===== src/rtl/dmareg_pkg.sv =====
package dmareg_pkg;
    localparam logic [1:0] SZ_BYTE = 2'd0;
    localparam logic [1:0] SZ_HALF = 2'd1;

    localparam logic [7:0] CMD_KEEP   = 8'h09;
    localparam logic [7:0] STS_LOAD   = 8'h60;
    localparam logic [7:0] STS_W1C    = 8'h06;
    localparam logic [7:0] LINE_RST   = 8'h0E;
    localparam logic [7:0] LINE_WMASK = 8'h0F;
    localparam logic [7:0] OPEN_BYTE  = 8'hFF;

    localparam logic [2:0] OFS_CMD = 3'd0;
    localparam logic [2:0] OFS_STS = 3'd2;

    function automatic logic [31:0] wide_fill(input logic [1:0] sz);
        return (sz == SZ_HALF) ? 32'h0000FFFF : 32'hFFFFFFFF;
    endfunction
endpackage


===== src/rtl/dmareg_chan.sv =====
module dmareg_chan
    import dmareg_pkg::*;
(
    input  logic       clk,
    input  logic       rst_n,
    input  logic       wr_en,
    input  logic [2:0] sub,
    input  logic [7:0] wdata,
    input  logic       drv_irq,
    input  logic       act_set,
    input  logic       act_clr,
    input  logic       err_set,
    output logic [7:0] rd_byte,
    output logic       irq_flag
);
    typedef struct packed {
        logic [7:0]  cmd;
        logic [7:0]  sts;
        logic [31:0] prd;
        logic [7:0]  flag;
    } chan_t;

    chan_t s_d, s_q;
    logic  irq_rise;

    always_comb begin
        s_d      = s_q;
        irq_rise = drv_irq & ~s_q.flag[7];
        if (wr_en) begin
            if (sub == OFS_CMD) begin
                s_d.cmd = wdata & CMD_KEEP;
            end else if (sub == OFS_STS) begin
                s_d.sts = (wdata & STS_LOAD) | (s_q.sts & ~wdata & STS_W1C)
                        | {7'b0, s_q.sts[0]};
            end else if (sub[2]) begin
                s_d.prd[{sub[1:0], 3'b000} +: 8] = wdata;
            end
        end
        s_d.prd[1:0] = 2'b00;
        if (act_set)      s_d.sts[0] = 1'b1;
        else if (act_clr) s_d.sts[0] = 1'b0;
        if (err_set)      s_d.sts[1] = 1'b1;
        if (irq_rise)     s_d.sts[2] = 1'b1;
        s_d.flag = {drv_irq, 7'b0};
    end

    always_ff @(posedge clk) begin
        if (!rst_n) s_q <= '0;
        else        s_q <= s_d;
    end

    always_comb begin
        if (sub == OFS_CMD)      rd_byte = s_q.cmd;
        else if (sub == OFS_STS) rd_byte = s_q.sts;
        else if (sub[2])         rd_byte = s_q.prd[{sub[1:0], 3'b000} +: 8];
        else                     rd_byte = OPEN_BYTE;
    end

    assign irq_flag = s_q.flag[7];

    // only start and direction survive a command write
    p_cmd_mask_r4: assert property (@(posedge clk) disable iff (!rst_n)
        (wr_en && sub == OFS_CMD) |=> (s_q.cmd == ($past(wdata) & CMD_KEEP)));
    // status bit 0 is not writable
    p_sts_keep0_r5: assert property (@(posedge clk) disable iff (!rst_n)
        (wr_en && sub == OFS_STS && !act_set && !act_clr) |=> (s_q.sts[0] == $past(s_q.sts[0])));
    // writing one clears the error bit
    p_sts_w1c_r5: assert property (@(posedge clk) disable iff (!rst_n)
        (wr_en && sub == OFS_STS && wdata[1] && !err_set) |=> !s_q.sts[1]);
    // hardware error set always lands
    p_err_wins_r6: assert property (@(posedge clk) disable iff (!rst_n)
        err_set |=> s_q.sts[1]);
    // flag follows the drive line one clock later
    p_flag_hi_r7: assert property (@(posedge clk) disable iff (!rst_n)
        drv_irq |=> irq_flag);
    p_flag_lo_r7: assert property (@(posedge clk) disable iff (!rst_n)
        !drv_irq |=> !irq_flag);
endmodule


===== src/rtl/dmareg_irq.sv =====
module dmareg_irq
    import dmareg_pkg::*;
#(
    parameter int NUM_CH = 2
) (
    input  logic              clk,
    input  logic              rst_n,
    input  logic              line_we,
    input  logic [7:0]        line_wdata,
    input  logic [NUM_CH-1:0] flags,
    output logic [7:0]        line_q,
    output logic              irq_o
);
    typedef struct packed {
        logic [7:0] line;
    } irq_t;

    irq_t s_d, s_q;

    always_comb begin
        s_d = s_q;
        if (line_we) s_d.line = (s_q.line & ~LINE_WMASK) | (line_wdata & LINE_WMASK);
    end

    always_ff @(posedge clk) begin
        if (!rst_n) s_q.line <= LINE_RST;
        else        s_q      <= s_d;
    end

    assign line_q = s_q.line;
    assign irq_o  = (|flags) && (s_q.line != 8'h00);

    // only the low nibble takes the written value
    p_line_wr_r9: assert property (@(posedge clk) disable iff (!rst_n)
        line_we |=> (line_q == {4'h0, $past(line_wdata[3:0])}));
    // a zero line register sampled with a write of zero keeps the output low
    p_gate_r8: assert property (@(posedge clk) disable iff (!rst_n)
        (line_we && line_wdata[3:0] == 4'h0) |=> !irq_o);
endmodule


===== src/rtl/dmareg_top.sv =====
module dmareg_top
    import dmareg_pkg::*;
#(
    parameter int NUM_CH = 2
) (
    input  logic                        clk,
    input  logic                        rst_n,
    input  logic                        bus_sel,
    input  logic                        bus_we,
    input  logic [1:0]                  bus_size,
    input  logic [$clog2(NUM_CH)+2:0]   bus_addr,
    input  logic [7:0]                  bus_wdata,
    output logic [31:0]                 rd_data,
    output logic                        rd_valid,
    input  logic [NUM_CH-1:0]           drv_irq,
    input  logic [NUM_CH-1:0]           dma_act_set,
    input  logic [NUM_CH-1:0]           dma_act_clr,
    input  logic [NUM_CH-1:0]           dma_err_set,
    input  logic                        line_we,
    input  logic [7:0]                  line_wdata,
    output logic [7:0]                  line_q,
    output logic [NUM_CH-1:0]           irq_flag,
    output logic                        irq_out
);
    localparam int AW = $clog2(NUM_CH) + 3;

    typedef struct packed {
        logic [31:0] rdata;
        logic        rvalid;
    } rd_t;

    rd_t        s_d, s_q;
    logic [7:0] chan_rd [NUM_CH];
    logic       byte_acc;

    assign byte_acc = (bus_size == SZ_BYTE);

    for (genvar g = 0; g < NUM_CH; g++) begin : g_chan
        logic hit;
        assign hit = bus_sel && bus_we && byte_acc && (bus_addr[AW-1:3] == g);
        dmareg_chan u_chan (
            .clk      (clk),
            .rst_n    (rst_n),
            .wr_en    (hit),
            .sub      (bus_addr[2:0]),
            .wdata    (bus_wdata),
            .drv_irq  (drv_irq[g]),
            .act_set  (dma_act_set[g]),
            .act_clr  (dma_act_clr[g]),
            .err_set  (dma_err_set[g]),
            .rd_byte  (chan_rd[g]),
            .irq_flag (irq_flag[g])
        );
    end

    dmareg_irq #(.NUM_CH(NUM_CH)) u_irq (
        .clk        (clk),
        .rst_n      (rst_n),
        .line_we    (line_we),
        .line_wdata (line_wdata),
        .flags      (irq_flag),
        .line_q     (line_q),
        .irq_o      (irq_out)
    );

    always_comb begin
        s_d        = s_q;
        s_d.rvalid = bus_sel && !bus_we;
        if (bus_sel && !bus_we) begin
            s_d.rdata = byte_acc ? {24'h0, chan_rd[bus_addr[AW-1:3]]} : wide_fill(bus_size);
        end
    end

    always_ff @(posedge clk) begin
        if (!rst_n) s_q <= '0;
        else        s_q <= s_d;
    end

    assign rd_data  = s_q.rdata;
    assign rd_valid = s_q.rvalid;

    // every read strobe yields a valid pulse next cycle
    p_rd_valid_r12: assert property (@(posedge clk) disable iff (!rst_n)
        (bus_sel && !bus_we) |=> rd_valid);
    p_no_valid_r12: assert property (@(posedge clk) disable iff (!rst_n)
        !(bus_sel && !bus_we) |=> !rd_valid);
    // a word read returns all ones
    p_wide_rd_r1: assert property (@(posedge clk) disable iff (!rst_n)
        (bus_sel && !bus_we && bus_size[1]) |=> (rd_data == 32'hFFFFFFFF));
    // open offsets read as 0xFF
    p_open_rd_r3: assert property (@(posedge clk) disable iff (!rst_n)
        (bus_sel && !bus_we && byte_acc && bus_addr[0] && !bus_addr[2]) |=> (rd_data == 32'h000000FF));
endmodule


===== config.mk =====
export PLATFORM = sky130hd
export DESIGN_NAME = dmareg_top
export DESIGN_NICKNAME = d
export VERILOG_FILES = /design/src/rtl/dmareg_pkg.sv /design/src/rtl/dmareg_chan.sv /design/src/rtl/dmareg_irq.sv /design/src/rtl/dmareg_top.sv
export SDC_FILE = /design/constraint.sdc
export NUM_CORES = 1
export LEC_CHECK = 0
export ABC_CLOCK_PERIOD_IN_PS = 1900
export CAP_MARGIN = 20
export CORE_ASPECT_RATIO = 0.7
export CORE_MARGIN = 8
export CORE_UTILIZATION = 40
export DETAILED_ROUTE_END_ITERATION = 8
export PLACE_DENSITY = 0.65
export SYNTH_ARGS = -nofsm -noshare
export SYNTH_HDL_FRONTEND = slang
export SYNTH_SLANG_ARGS = --single-unit

===== constraint.sdc =====
create_clock -name clk -period 1.9 [get_ports clk]
set_input_delay 0.285 -clock clk [delete_from_list [all_inputs] [get_ports clk]]
set_output_delay 0.285 -clock clk [all_outputs]
set_load 0.1 [all_outputs]

### Yosys cells after proc, flatten, opt, wreduce, memory -nomap -nowiden

Index checks and enable logic that the tools add are counted.

| storage, ports and cells | value |
|---|---|
| flip-flop bits (word level) | 127 |
| input bits | 35 |
| output and inout bits | 44 |
| word-level logic and storage cells | 115 |

| operators by class | value |
|---|---|
| add/subtract/negate cells | 1 |
| magnitude comparators | 1 |
| equal/unequal tests | 8 |
| shift operators | 4 |
| multiplexer cells | 31 |
| bitwise logic cells | 16 |
| reduce and logical (&&, ||, !) cells | 35 |

Operators with widths:

| kind | count |
|---|---|
| $mux W32 | 6 |
| $mux W35 | 4 |
| $mux W8 | 9 |
| $bwmux W32 | 2 |
| $shiftx A32 B6 Y8 | 2 |
| $shift A8 B7 Y32 const A | 1 |
| $shiftx A8 B7 Y32 | 1 |
| $reduce_and A3 Y1 | 8 |
| $reduce_bool A2 Y1 | 8 |
| $or A7 B1 Y7 | 2 |
| $or A7 B3 Y7 | 2 |
| $reduce_bool A3 Y1 | 4 |
| $mux W1 | 8 |
| $or A8 B4 Y8 | 1 |
| $reduce_and A4 Y1 | 2 |
| $reduce_bool A8 Y1 | 1 |
| $neg A5 Y7 | 1 |
| $and A3 B3 Y3 | 2 |
| $logic_and A1 B1 Y1 | 6 |
| $mux W3 | 2 |
| $ne A3 B3 Y1 const B | 2 |
| $not A1 Y1 | 5 |
| $ne A2 B1 Y1 const B | 2 |
| $ne A2 B2 Y1 const B | 2 |
| other kinds (11) | 13 |

### Longest topological paths before layout

Gate-level depths: netlist (run 1).

| logic depth | value |
|---|---|
| depth in word-level cells | 9 |
| mapped depth | 10 |
| mapped depth without buffers | 6 |

### Cells and area by module

Synthesis (run 1) repeated with hierarchy kept, for this count alone.

| unflattened totals | value |
|---|---|
| cell total of the unflattened synthesis | 463 |
| area total of the unflattened synthesis | 4623.2 um^2 |

Modules (own cells, without submodules):

| module | instances | cells each | area an instance (um^2) | seq. area each (um^2) |
|---|---|---|---|---|
| dmareg_chan (g_chan[1].u_chan) | 1 | 194 | 1896.8 | 760.7 |
| dmareg_chan (g_chan[0].u_chan) | 1 | 176 | 1853.0 | 760.7 |
| dmareg_top | 1 | 72 | 683.2 | 220.2 |
| dmareg_irq | 1 | 21 | 190.2 | 80.1 |

### Worst setup path before layout (run 1)

OpenSTA, ideal clock, no wires.

| path | value |
|---|---|
| path type | register -> output |
| start | reg u_irq.s_q, in the netlist u_irq.line_q[0] |
| end | out irq_out |
| data arrival time | 2388 ps |
| required time | 1615 ps |
| setup slack | -773 ps |
| stages on the path, launching flop included | 3 |
| buffers on the path | 0 |
| cell sequence | dfxtp_1 -> nor4_1 -> nor2_1 |

| on the way | value |
|---|---|
| cells in the longest elaborated chain, start to end | 2 |

RTL lines:

| what | RTL line | RTL |
|---|---|---|
| start, declared | dmareg_irq.sv:18 | `irq_t s_d, s_q;` |
| $reduce_bool A8 Y1 | dmareg_irq.sv:31 | `assign irq_o = (\|flags) && (s_q.line != 8'h00);` |
| $logic_and A1 B1 Y1 | dmareg_irq.sv:31 |  |
| end, declared | dmareg_top.sv:23 | `output logic irq_out` |

No other way between the ends.

### Final worst setup path (run 1)

| path | value |
|---|---|
| start | in bus_addr[0] |
| end | reg g_chan[1].u_chan.s_q[34] (netlist name) |

| on the way | value |
|---|---|
| cells in the longest elaborated chain, start to end | 3 |
| elaborated cells between the ends (all ways) | 9 |
| classes of those cells | add/sub: 1; eq/ne: 1; shift: 2; mux: 1; bitwise: 2; reduce/logical: 2 |

RTL lines:

| what | RTL line | RTL |
|---|---|---|
| start, declared | dmareg_top.sv:11 | `input logic [$clog2(NUM_CH)+2:0] bus_addr,` |
| $neg A5 Y7, or another cell as far along | dmareg_chan.sv:36 | `s_d.prd[{sub[1:0], 3'b000} +: 8] = wdata;` |
| $shiftx A8 B7 Y32, or another cell as far along | dmareg_chan.sv:36 |  |
| $bwmux W32 / $reduce_and A4 Y1 (equally long branches) | -- |  |
| end signal, assigned | dmareg_chan.sv:48 | `if (!rst_n) s_q <= '0;` |
| end signal, assigned | dmareg_chan.sv:49 | `else s_q <= s_d;` |
| end, declared | dmareg_chan.sv:23 | `chan_t s_d, s_q;` |

Parallel ways exist; a longest one is shown, timed or not.
A chain may end at the register's enable or synchronous reset.

==> results.md, run 1 <==
- Commonest non-fill, non-tap cell in the layout: dfxtp_1
- First-pass detailed-route iteration total: 7
- Synth top area cells: dfxtp_1 (39%), mux2i_1 (8.8%), mux4_2 (5.8%), buf_4 (5.5%), nor2b_1 (5.1%)
- Detail Route Antenna Nets: 0
- Worst-path clk slew: 60 ps
- Worst Hold Depth: 2
- Final WL: 13.1 mm
- Remaining global-route overflow: 0
- Required time of the critical path: 2170 ps
- IO Port Bufs: 70
- Vias in the first global route: 3991
- Max Slew Vio Count: 0
- Layout cells sized above 1: 24.9%
- Reg2Reg Capture Point: rd_data[3]
- RSZ-0062 raised after global routing: true
- Synth Warn #: 0
- Fin. Hold Viols: 0
- Switching power total: 0.00143 W
- DR iter-0 viols: 319
- Sw Ratio: 31.0%
- Max IR drop VDD: 424 uV
- GRT Util Overall: 17.0%
- Latest clock arrival within the worst-skew pair: 340 ps
- Number of distinct library cells after synthesis: 53
- Data arrival, critical path: 2140 ps
- Wire length per cell: 17.4 um
- CTS Buffer Depth: 2
- First-pass GRT wire length: 21.0 mm
- Core Area: 11600 sq um
- Sequential fraction of the synthesis area: 39.0%
- DR vias: 3947
- Commonest non-fill, non-tap cells in the layout: dfxtp_1 (90), buf_4 (74), nand2_1 (47)
- EDFF count, synth: 0
- CP max stage delay: 480 ps
- Lkg Pwr: 2.31 nW
- Setup TNS: 0 ps
- Max Freq: 534 MHz
- Logic pwr share: 22.4%
- Synth Cell Area: 4670 sq um
- Die height: 106 um
- Area delta synth->final: 33.0%
- Outcome: complete, no violations
- Startpoint Class: input port
- Post-synth top area share: 39.0%
- Total CTS buffers: 9
- Top FF cell, synth: dfxtp_1
- CTS root buf: clkbuf_16
- Reg2reg setup slack: 530 ps
- Antenna cells: 0
- Mean Syn Cell Area: 9.18 sq um
- # rows: 33
- Async SR Flop Fraction: 0%
- Layout filler cell count: 1023
- Synthesis-stage register bit count: 91
- Setup crit end kind: flip-flop
- Cell internal pwr: 0.00318 W
- Gate Count Post-Synth: 509
- Final setup vio count: 0
- CP bufs+invs: 3
- Worst Hold Endpoint: g_chan[0].u_chan.s_q[40]
- Clk network pwr share: 35.0%
- # nets final: 629
- Crit path cell chain: clkdlybuf4s50_1, clkinv_1, ha_1, nor4b_2, buf_4, and2_1, nand2_1, o21ai_0
- Initial core utilization: 40.4%
- Via density: 5.26
- Hold Crit Class: input port to flip-flop
- Residual DRC: 0
- Share of power burned in registers: 42.6%
- Antenna violations before repair: 0
- Largest net degree at the start of global routing: 67
- Hold path start: rst_n
- CTS tree: done
- Final Skew: 9.49 ps
- Fin crit share: 98.5%
- Die Width: 145 um
- Post-layout utilization of the core: 53.7%
- Reg2Reg Depth: 4
- Minimum clock period: 1870 ps
- Cell Area, Placed: 5900 sq um
- CP Max Fanout: 6
- WS Path Type: input port to flip-flop
- CP delay by family, top: buffers and inverters
- Power Density: 742 nW/um^2
- H-tree Lvls: 3
- Area leader, netlist: dfxtp_1
- Clock sink count: 91
- Cts hold-fix bufs: 0
- CP max-delay cell: clkdlybuf4s50_1
- Fin area: 6210 sq um
- Num ports: 79
- Hpwl dp: 9.74 mm
- Max-cap violations: 0
- Routability-driven placement congestion ratio: 0.801
- WHS: 387 ps
- Die area: 15400 sq um
- RR Startpoint: g_chan[1].u_chan.s_q[35]
## routing by layer
| metal | GRT usage, % | up-vias | routed length (um) |
|---|---|---|---|
| met1 | 23.3 | 1852 | 6420 |
| met3 | 5.09 | 21 | 1060 |
| met2 | 25.0 | 169 | 5440 |
| li1 | - | 1905 | - |
| met5 | 0 | - | 0 |
| met4 | 5.63 | 0 | 176 |
## what timing repair did
action                                  CTS  global route
buffers inserted                          0             1
resized for setup                         3            12
endpoints found under the setup margin    5            50
pin swaps                                 0             0
cloned                                    0             1
## worst max-delay path by stage
stage / from / endpoint / cells after the start
after floorplan: u_irq.line_q[0] / irq_out / 2
after detailed placement: bus_addr[1] / g_chan[1].u_chan.s_q[29] / 9
after global placement: bus_addr[1] / g_chan[1].u_chan.s_q[27] / 9
after global routing: bus_addr[0] / g_chan[1].u_chan.s_q[45] / 7
after CTS: bus_addr[0] / g_chan[1].u_chan.s_q[29] / 9
final: bus_addr[0] / g_chan[1].u_chan.s_q[34] / 8
## sequential cells by signal (all words and copies together) (netlist names)
register / cells
g_chan.u_chan.irq_flag: 2
u_irq.line_q: 4
rd_data: 10
rd_valid: 1
g_chan.u_chan.s_q: 74
## stage by stage
step / instances / power (W) / worst slack (ps)
CTS: 749 / 0.00464 / 19.4
global placement: 733 / 0.00301 / -337
global route: 751 / 0.00477 / -46.1
floorplan: 512 / 0.00269 / -72.5
finish: 751 / 0.00461 / 28.9
detailed placement: 733 / 0.00302 / -394
## layout make-up
class	instances	area, sq um	share of cell area (%)
clock buffers	11	233	3.75
clock inverters	5	30.0	0.483
inverters	6	22.5	0.363
multi-input cells	348	2490	40.0
flip-flops and latches	91	1820	29.3
well taps	157	196	3.16
repair buffers	133	1420	22.9
## worst reg2reg max path: cells and delay by family (launching register included)
kind	cells	cell delay, ps
muxes	1	450
and+or+nand+nor	1	130
AOI/OAI and AO/OA	2	360
DFF	1	310
## cell families after synthesis
logic type / after synthesis / synth area share, %
AOI/OAI and AO/OA: 85 / 11.2
adders and majority gates: 5 / 1.34
buffers and inverters: 73 / 9.19
DFF: 91 / 39.0
muxes: 56 / 15.3
other: 1 / 0.0803
and+or+nand+nor: 198 / 23.9
## power by group through the flow
stage	Combinational (W)	Sequential, W	Clock (W)
after CTS	0.00102	0.00196	0.00166
after floorplan	0.000529	0.00216	0
after global routing	0.00108	0.00197	0.00172
final	0.00103	0.00196	0.00161
after detailed placement	0.00102	0.00201	0
after global placement	0.00101	0.00200	0
## cells in the mapped netlist, drive strengths merged, types with 3 or more instances
cell type,instances
dfxtp,91
nor2,10
and3,4
buf,54
nand2,47
a21boi,9
mux2,3
a31oi,5
a21oi,8
nor3,3
nor2b,38
mux2i,41
a21o,3
clkbuf,13
inv,5
nor3b,4
nor4b,4
nand2b,3
and2,25
mux4,12
nand3,45
ha,5
o21ai,42
nand4,5
(Power assumes the default switching activity.)
==> inputs of run 2 (changes only) <==
- SETUP_SLACK_MARGIN: unset -> 0.1
==> results.md, run 2 (synthesis results as in run 1) <==
- Actual slew at the worst max-slew pin: 497 ps
- Fin. Hold Viols: 0 (unchanged)
- Initial core utilization: 40.4% (unchanged)
- Minimum clock period: 1690 ps (-180 ps)
- Wire length per cell: 17.9 um (+2.6%)
- Outcome: complete, no violations
- Antenna violations before repair: 0 (unchanged)
- Fin crit share: 89.0% (-9.5 points)
- CP delay by family, top: simple AND/OR/NAND/NOR gates
- CP Max Fanout: 4 (-2)
- Worst rel slew slack: 66.6%
- Max IR drop VDD: 449 uV (+5.8%)
- IO Port Bufs: 70 (unchanged)
- Latest clock arrival within the worst-skew pair: 340 ps (about the same)
- CTS root buf: clkbuf_16
- Via density: 5.35 (+1.8%)
- Required time of the critical path: 2130 ps (-40 ps)
- CTS Buffer Depth: 2 (unchanged)
- Hpwl dp: 10.2 mm (+4.3%)
- Cts hold-fix bufs: 0 (unchanged)
- Layout cells sized above 1: 26.5% (+1.6 points)
- RSZ-0062 raised after global routing: false
- Remaining global-route overflow: 0 (unchanged)
- Detail Route Antenna Nets: 0 (unchanged)
- Final WL: 13.5 mm (+3.3%)
- Num ports: 79 (unchanged)
- CP max stage delay: 580 ps (+100 ps)
- WHS: 342 ps (-44.1 ps)
- Power Density: 738 nW/um^2 (-0.46%)
- Max FFs per register: 74 (unchanged)
- Commonest non-fill, non-tap cell in the layout: dfxtp_1
- First-pass GRT wire length: 22.1 mm (+5.3%)
- Clock sink count: 91 (unchanged)
- DR iter-0 viols: 235 (-26%)
- Area delta synth->final: 36.0%
- # rows: 33 (unchanged)
- Residual DRC: 0 (unchanged)
- Crit path cell chain: clkdlybuf4s50_1, buf_4, nand4bb_4, or4_1, o21ai_0, a21boi_0
- CP bufs+invs: 2 (-1)
- Hold Crit Class: input port to flip-flop
- CP max-delay cell: or4_1
- Startpoint Class: input port
- Layout filler cell count: 1016 (-0.68%)
- # nets final: 634 (+0.79%)
- Worst-path clk slew: 70 ps (about the same)
- DR vias: 4043 (+2.4%)
- Commonest non-fill, non-tap cells in the layout: dfxtp_1 (86), buf_4 (72), nand2_1 (47)
- Max Freq: 591 MHz (+11%)
- Total CTS buffers: 9 (unchanged)
- Register name with the most flops: g_chan.u_chan.s_q
- Core Area: 11600 sq um (unchanged)
- Die area: 15400 sq um (unchanged)
- H-tree Lvls: 3 (unchanged)
- Die height: 106 um (unchanged)
- Routability-driven placement congestion ratio: 0.830 (+3.6%)
- Lkg Pwr: 2.37 nW (+2.8%)
- WS Path Type: input port to flip-flop
- GRT Util Overall: 17.9% (+0.90 points)
- Antenna cells: 0 (unchanged)
- CTS tree: done
- Max-cap violations: 0 (unchanged)
- Total Power: 0.00469 W (+1.8%)
- Data arrival, critical path: 1920 ps (-220 ps)
- Vias in the first global route: 4017 (+0.65%)
- Final Skew: 6.51 ps (-2.98 ps)
- Largest net degree at the start of global routing: 39 (-42%)
- Setup crit end kind: flip-flop
- Setup bufs post-CTS: 0 (unchanged)
- Final setup vio count: 0 (unchanged)
- First-pass detailed-route iteration total: 4 (-3)
- Max Slew Vio Count: 0 (unchanged)
- Die Width: 145 um (unchanged)
run 2: cell count changes in the layout (fill, tap and decap cells not counted), sizes merged:
cell / delta
buf: +5
clkbuf: +1
clkdlybuf4s50: -1
clkinvlp: -1
dlygate4sd2: +1
run 2: per-layer routing:
metal  GRT usage [%]  up-vias  routed length (um)  share of wire, %
li1                -     1924                   -                 -
met1            25.1     1940                6740                50
met2            25.9      162                5530                41
met3            5.09       17                1050               7.7
met4            5.48        0                 207               1.5
met5               0        -                   0                 0
run 2: per-stage QoR:
stage | std cells | worst slack [ps] | TNS, ps | util (%) | area (sq um)
floorplan | 512 | 108 | 0 | - | 4740
global placement | 739 | -283 | -16340 | 52.3 | 6040
detailed placement | 739 | -322 | -19080 | 52.3 | 6040
CTS | 756 | 184 | 0 | 54.9 | 6340
global route | 756 | 120 | 0 | 55.0 | 6350
finish | 756 | 209 | 0 | 55.0 | 6350
run 2: layout make-up:
type	instances	area, sq um	area share [%]
clock inverter	4	26.3	0.414
inverter	6	23.8	0.374
sequential	91	1830	28.8
clock buffer	12	246	3.88
tap	157	196	3.09
multi-input combinational	348	2500	39.3
timing repair buffer	138	1540	24.2
run 2: worst register-to-register path, stage by stage, from the launching register on:
cell and delay, ps:
dfxtp_1 310, mux2_2 280, a221oi_1 320, o32a_1 240, o22ai_1 90
run 2: report_power, final:
group          internal [W]  switching [W]  total, W
sequential          0.00194      0.0000196   0.00196
clock              0.000921       0.000743   0.00166
combinational      0.000377       0.000687   0.00106
total               0.00324        0.00145   0.00469
run 2: what timing repair did:
action                                  4_1_cts  5_1_grt
pin swaps                                     2        0
gates cloned                                  1        0
resized for setup                            13        3
endpoints found under the setup margin       33       13
run 2: path summary, 6_finish.rpt:
check	start	to	slack, ps	cells after the start
hold / removal	rst_n	g_chan[1].u_chan.s_q[25]	340	3
setup / recovery	bus_sel	g_chan[1].u_chan.s_q[42]	210	6
hold reg to reg	g_chan[0].u_chan.s_q[22]	g_chan[0].u_chan.s_q[22]	460	2
setup reg to reg	g_chan[1].u_chan.s_q[33]	rd_data[1]	540	4
